**src/rtl/nrdiv_pkg.sv**
```systemverilog
// Package: shared types for the non-restoring divider.
// Assumes nothing beyond IEEE 1800-2017 packages.
package nrdiv_pkg;

    // Sequencer phases: waiting, one quotient bit per cycle, final add-back.
    typedef enum logic [1:0] {
        PH_IDLE = 2'd0,
        PH_ITER = 2'd1,
        PH_FIX  = 2'd2
    } nrdiv_phase_e;

    // Add-or-subtract choice for one recurrence step.
    typedef enum logic {
        OP_SUB = 1'b0,
        OP_ADD = 1'b1
    } nrdiv_op_e;

endpackage

```
**src/rtl/nrdiv_ctrl.sv**
```systemverilog
// Module: nrdiv_ctrl
// Sequences one division: accepts a request only when idle, runs WIDTH
// iteration cycles followed by one correction cycle, and short-circuits a
// zero divisor straight to completion. Assumes WIDTH >= 2.
module nrdiv_ctrl
    import nrdiv_pkg::*;
#(
    parameter int WIDTH = 32
) (
    input  logic clk,
    input  logic rst_n,
    input  logic start_i,
    input  logic div_is_zero_i,
    output logic load_o,
    output logic zload_o,
    output logic iter_o,
    output logic fix_o,
    output logic busy_o,
    output logic done_o
);

    localparam int              CNT_W    = $clog2(WIDTH);
    localparam logic [CNT_W-1:0] LAST_IT = CNT_W'(WIDTH - 1);

    nrdiv_phase_e     phase_q;
    logic [CNT_W-1:0] iter_cnt_q;
    logic             done_q;
    logic             accept;

    // Request acceptance and the phase decodes used by the datapath.
    always_comb begin
        accept  = start_i && (phase_q == PH_IDLE);
        load_o  = accept && !div_is_zero_i;
        zload_o = accept && div_is_zero_i;
        iter_o  = (phase_q == PH_ITER);
        fix_o   = (phase_q == PH_FIX);
        busy_o  = (phase_q != PH_IDLE);
        done_o  = done_q;
    end

    // Phase register and iteration counter.
    always_ff @(posedge clk) begin
        if (!rst_n) begin
            phase_q    <= PH_IDLE;
            iter_cnt_q <= '0;
        end else begin
            unique case (phase_q)
                PH_IDLE: begin
                    iter_cnt_q <= '0;
                    if (load_o) phase_q <= PH_ITER;
                end
                PH_ITER: begin
                    iter_cnt_q <= iter_cnt_q + 1'b1;
                    if (iter_cnt_q == LAST_IT) phase_q <= PH_FIX;
                end
                PH_FIX: begin
                    iter_cnt_q <= '0;
                    phase_q    <= PH_IDLE;
                end
                default: begin
                    iter_cnt_q <= '0;
                    phase_q    <= PH_IDLE;
                end
            endcase
        end
    end

    // One-cycle completion pulse after correction or a zero-divisor request.
    always_ff @(posedge clk) begin
        if (!rst_n) done_q <= 1'b0;
        else        done_q <= fix_o || zload_o;
    end

endmodule

```
**src/rtl/nrdiv_step.sv**
```systemverilog
// Module: nrdiv_step
// One non-restoring recurrence step. Shifts the partial remainder and the
// quotient/dividend word left together, then subtracts the divisor if the
// old partial remainder was non-negative, or adds it if it was negative.
// The new quotient bit enters on the right and is 1 when the result is
// non-negative. Assumes |rem_i| < div_i, so the result fits WIDTH+1 bits.
module nrdiv_step
    import nrdiv_pkg::*;
#(
    parameter int WIDTH = 32
) (
    input  logic [WIDTH:0]   rem_i,
    input  logic [WIDTH-1:0] quo_i,
    input  logic [WIDTH-1:0] div_i,
    output logic [WIDTH:0]   rem_o,
    output logic [WIDTH-1:0] quo_o
);

    localparam int RW = WIDTH + 1;

    nrdiv_op_e      op;
    logic [RW-1:0]  shifted;
    logic [RW-1:0]  div_ext;

    // Choose direction from the old sign, form the doubled remainder, apply.
    always_comb begin
        op      = rem_i[WIDTH] ? OP_ADD : OP_SUB;
        shifted = {rem_i[WIDTH-1:0], quo_i[WIDTH-1]};
        div_ext = {1'b0, div_i};
        rem_o   = (op == OP_ADD) ? (shifted + div_ext) : (shifted - div_ext);
        quo_o   = {quo_i[WIDTH-2:0], ~rem_o[WIDTH]};
    end

endmodule

```
**src/rtl/nrdiv_fix.sv**
```systemverilog
// Module: nrdiv_fix
// Final correction: adds the divisor back once when the last partial
// remainder is negative, giving the true non-negative remainder.
// Assumes the partial remainder lies in [-div_i, div_i).
module nrdiv_fix #(
    parameter int WIDTH = 32
) (
    input  logic [WIDTH:0]   rem_i,
    input  logic [WIDTH-1:0] div_i,
    output logic [WIDTH-1:0] rem_o
);

    logic [WIDTH:0] sum;

    // Conditional add-back selected by the remainder sign bit.
    always_comb begin
        sum   = rem_i + {1'b0, div_i};
        rem_o = rem_i[WIDTH] ? sum[WIDTH-1:0] : rem_i[WIDTH-1:0];
    end

endmodule

```
**src/rtl/nr_divider.sv**
```systemverilog
// Module: nr_divider
// Multi-cycle unsigned divider using the non-restoring method. Holds the
// working partial remainder (one bit wider than the divisor, for its sign),
// the shifting quotient/dividend word and the captured divisor, and keeps
// the last results on lo_o (quotient) and hi_o (remainder) until the next
// completion. Assumes start_i is only acted on while idle.
module nr_divider #(
    parameter int WIDTH = 32
) (
    input  logic             clk,
    input  logic             rst_n,
    input  logic             start_i,
    input  logic [WIDTH-1:0] dividend_i,
    input  logic [WIDTH-1:0] divisor_i,
    output logic             busy_o,
    output logic             done_o,
    output logic             div_zero_o,
    output logic [WIDTH-1:0] lo_o,
    output logic [WIDTH-1:0] hi_o
);

    logic             div_is_zero;
    logic             load, zload, iter, fix;
    logic [WIDTH:0]   rem_q, rem_nxt;
    logic [WIDTH-1:0] quo_q, quo_nxt;
    logic [WIDTH-1:0] div_q;
    logic [WIDTH-1:0] rem_fixed;
    logic [WIDTH-1:0] lo_q, hi_q;
    logic             dz_q;

    // Zero-divisor detect on the request operands.
    always_comb div_is_zero = (divisor_i == '0);

    nrdiv_ctrl #(.WIDTH(WIDTH)) u_ctrl (
        .clk           (clk),
        .rst_n         (rst_n),
        .start_i       (start_i),
        .div_is_zero_i (div_is_zero),
        .load_o        (load),
        .zload_o       (zload),
        .iter_o        (iter),
        .fix_o         (fix),
        .busy_o        (busy_o),
        .done_o        (done_o)
    );

    nrdiv_step #(.WIDTH(WIDTH)) u_step (
        .rem_i (rem_q),
        .quo_i (quo_q),
        .div_i (div_q),
        .rem_o (rem_nxt),
        .quo_o (quo_nxt)
    );

    nrdiv_fix #(.WIDTH(WIDTH)) u_fix (
        .rem_i (rem_q),
        .div_i (div_q),
        .rem_o (rem_fixed)
    );

    // Working registers: load operands, then advance one step per cycle.
    always_ff @(posedge clk) begin
        if (!rst_n) begin
            rem_q <= '0;
            quo_q <= '0;
            div_q <= '0;
        end else if (load) begin
            rem_q <= '0;
            quo_q <= dividend_i;
            div_q <= divisor_i;
        end else if (iter) begin
            rem_q <= rem_nxt;
            quo_q <= quo_nxt;
        end
    end

    // Result registers: written only at completion of a request.
    always_ff @(posedge clk) begin
        if (!rst_n) begin
            lo_q <= '0;
            hi_q <= '0;
            dz_q <= 1'b0;
        end else if (fix) begin
            lo_q <= quo_q;
            hi_q <= rem_fixed;
            dz_q <= 1'b0;
        end else if (zload) begin
            lo_q <= '1;
            hi_q <= dividend_i;
            dz_q <= 1'b1;
        end
    end

    // Drive the result ports.
    always_comb begin
        lo_o       = lo_q;
        hi_o       = hi_q;
        div_zero_o = dz_q;
    end

endmodule

```
**config.mk**
```make
export PLATFORM = sky130hd
export DESIGN_NAME = nr_divider
export DESIGN_NICKNAME = d
export VERILOG_FILES = /design/src/rtl/nrdiv_pkg.sv /design/src/rtl/nrdiv_ctrl.sv /design/src/rtl/nrdiv_step.sv /design/src/rtl/nrdiv_fix.sv /design/src/rtl/nr_divider.sv
export SDC_FILE = /design/constraint.sdc
export NUM_CORES = 1
export LEC_CHECK = 0
export BUFFER_PORTS_ARGS = -buffer_cell sky130_fd_sc_hd__clkbuf_2
export CAP_MARGIN = 15
export CORE_ASPECT_RATIO = 0.8
export CORE_MARGIN = 8
export CORE_UTILIZATION = 25
export CTS_CLUSTER_SIZE = 20
export DETAILED_ROUTE_END_ITERATION = 16
export PLACE_DENSITY = 0.48
export SYNTH_ARGS = -nofsm -noshare
export SYNTH_HDL_FRONTEND = slang
export SYNTH_HIERARCHICAL = 1
export SYNTH_SLANG_ARGS = --single-unit
```
**constraint.sdc**
```tcl
create_clock -name clk -period 5.7 [get_ports clk]
set_input_delay 1.71 -clock clk [delete_from_list [all_inputs] [get_ports clk]]
set_output_delay 1.71 -clock clk [all_outputs]
set_load 0.02 [all_outputs]
```
==> results.sh <==
export IMPL_finalSetupViolCount=0
export IMPL_worst_r2r_setup_slack_ns=0.94
export IMPL_hold_path_endpoint="u_ctrl/iter_cnt_q[0]"
export IMPL_grt_pass1_wl_um=56000
export IMPL_p_total_mw=3.98
export IMPL_p_leak_nw=5.99
export IMPL_syn_area_mm2=0.0118
export IMPL_ios=134
export IMPL_final_min_clock_period_ns=4.76
export IMPL_initial_core_util=0.252
export IMPL_preCtsSetupSlack_ns=0.922
export IMPL_cp_slowest_stage_delay_ns=0.59
export IMPL_vias=9857
export IMPL_end_kind="flop"
export IMPL_synth_seq_cells=170
export IMPL_powerDensity_mw_per_mm2=298
export IMPL_path_common_cell="a21o_1"
export IMPL_cts_tree="done"
export IMPL_hp_class="reg -> reg"
export IMPL_path_delay_family="simple AND/OR/NAND/NOR gates"
export IMPL_slowest_stage="or4_1"
export IMPL_crit_fanout=7
export IMPL_finalClockSkew_ns=0.0117
export IMPL_syn_area_per_cell_um2=8.78
export IMPL_outcome="completed"
export IMPL_fillers=4990
export IMPL_grt_max_degree=79
export IMPL_tightest_slew_ns=0.914
export IMPL_ys_flop_type="dfxtp_1"
export IMPL_async_reset_ff_frac=0
export IMPL_core_area_mm2=0.0468
export IMPL_path_cells="or4_1, nor2b_1, nand3_1, nor4_1, buf_4, a21oi_1, xor2_1, ha_1, a21o_1, a21o_1, a21oi_1, nand2_1, a211o_1, a21o_1, o211a_1, mux2i_1, o21ai_1, and2_1"
export IMPL_reg2reg_from="div_q[2]"
export IMPL_drive_above_1_share=0.171
export IMPL_ys_warn_count=6
export IMPL_cts_root_buf="clkbuf_16"
export IMPL_grt_use_total=0.129
export IMPL_holdCritStartpoint="u_ctrl/iter_cnt_q[0]"
export IMPL_path_buf_inv=1
export IMPL_nets=1540
export IMPL_fmax_ghz=0.210
export IMPL_areaGrowthSynthToFinish_pct=13.0
export IMPL_period_share=0.835
export IMPL_drtIter0Drc=748
export IMPL_synth_area_leaders="dfxtp_1 (29%), mux2i_1 (11%), ha_1 (7.1%)"
export IMPL_clk_pin_slew_ns=0.07
export IMPL_wirelength_um=35600
export IMPL_diodes=0
export IMPL_cts_hold_buf=0
export IMPL_clk_path_buf_depth=2
export IMPL_grt_antenna_before_repair=0
export IMPL_synth_nets=1482
export IMPL_numCtsBuffers=17
export IMPL_portBuffers=133
export IMPL_worstSetupPathType="reg -> reg"
export IMPL_final_antenna_net_count=0
export IMPL_drt_pass1_iter_count=8
export IMPL_irDropWorstVdd_mv=0.221
export IMPL_finalHoldViolations=0
export IMPL_drcViolationCount=0
export IMPL_crit_required_ns=6.05
export IMPL_synth_top_area_share=0.288
export IMPL_worstReg2RegEnd="quo_q[0]"
export IMPL_vias_per_cell=4.84
export IMPL_timing_final_ws_setup_ns=0.939
export IMPL_clk_latency_ns=0.45
export IMPL_gp_congestion=0.837
export IMPL_grt_overflow_total=0
export IMPL_slew_viol_final=0
export IMPL_wl_per_cell_um=17.5
export IMPL_synth_most_common_cell="dfxtp_1"
export IMPL_fin_setup_tns_ns=0
export IMPL_num_rows=71
export IMPL_whs_path_depth=1
export IMPL_drv_cap=0
export IMPL_synth_edf_count=0
export IMPL_chipWidth_um=259
export IMPL_yosysSeqAreaShare=0.288
export IMPL_clock_sinks=170
export IMPL_fp_dieH_um=210
export IMPL_start_kind="flop"
export IMPL_synth_top_cells_by_count="dfxtp_1 (170), mux2i_1 (131), nand2_1 (98)"
export IMPL_cts_resized=0
export IMPL_postCtsSetupBuffers=0
export IMPL_relSlewSlack=0.391
export IMPL_grt_pass1_vias=9682
export IMPL_yosys_area_top_type="dfxtp_1"
export IMPL_cts_max_level=4
export IMPL_die_area_mm2=0.0545
export IMPL_ys_types=85
export IMPL_reg2reg_depth=18
export IMPL_arrival_ns=5.11
export IMPL_rsz0062_at_grt="false"
export IMPL_postSynthCellCount=1346
export IMPL_dp_final_hpwl_um=26800
routing by layer:
metal | wire length (um) | track usage
met5 | 0 | 0
met4 | 127 | 0.0186
met3 | 2050 | 0.0372
met2 | 15500 | 0.196
met1 | 17900 | 0.182
kinds of logic after synthesis:
family / share of synthesized area
and+or+nand+nor: 0.193
AOI/OAI and AO/OA: 0.181
DFF: 0.288
muxes: 0.136
buffers and inverters: 0.0622
xor gates and xnor gates: 0.0660
adders and majority gates: 0.0743
metrics by stage:
stage	std cells	utilization	hold slack, ns	area, um2
final	2036	0.285	0.468	13400
after global routing	2036	0.285	0.500	13400
after detailed placement	2005	0.272	0.457	12700
after CTS	2036	0.285	0.467	13400
after floorplan	1346	-	0.418	11800
after global placement	2005	0.272	0.434	12700
state kept, by name, summed over array words and instances, names as in the netlist:
signal             count
u_ctrl/done_o          1
u_ctrl/phase_q         2
lo_o                  32
u_ctrl/iter_cnt_q      5
hi_o                  32
div_q                 32
div_zero_o             1
rem_q                 33
quo_q                 32
cell usage in the layout, fill, tap and decap left out, drive strengths merged, types with 40 or more instances in the layout:
cell    count
dfxtp     170
clkbuf    151
mux2i     131
nand2      99
o21ai      88
nor2       84
a21oi      80
and2       73
ha         67
xor2       47
xnor2      42
nor2b      40
where the power goes:
part | total (mW) | switching, mW | internal, mW
Clock | 1.25 | 0.530 | 0.715
Sequential | 1.34 | 0.0934 | 1.25
Combinational | 1.39 | 0.785 | 0.607
layout make-up:
type / count / area (um2) / area share
clock buffer: 19 / 453 / 0.0339
inverter: 13 / 48.8 / 0.00365
clock inverter: 12 / 164 / 0.0123
tap: 620 / 776 / 0.0581
multi-input combinational: 1052 / 7700 / 0.577
timing repair buffer: 150 / 808 / 0.0605
sequential: 170 / 3400 / 0.255
how the worst max path moves through the flow:
stage | from | to | slack (ns) | cells after the start
2_1_floorplan | div_q[3] | quo_q[0] | 1.88 | 17
3_3_place_gp | divisor_i[7] | hi_o[9] | 0.95 | 10
3_5_place_dp | divisor_i[7] | hi_o[10] | 0.92 | 10
4_1_cts | div_q[2] | quo_q[0] | 1.05 | 18
5_1_grt | div_q[2] | rem_q[25] | 0.70 | 16
6_report | div_q[2] | quo_q[0] | 0.94 | 18
Note: power is estimated with default switching activity, not from simulation.
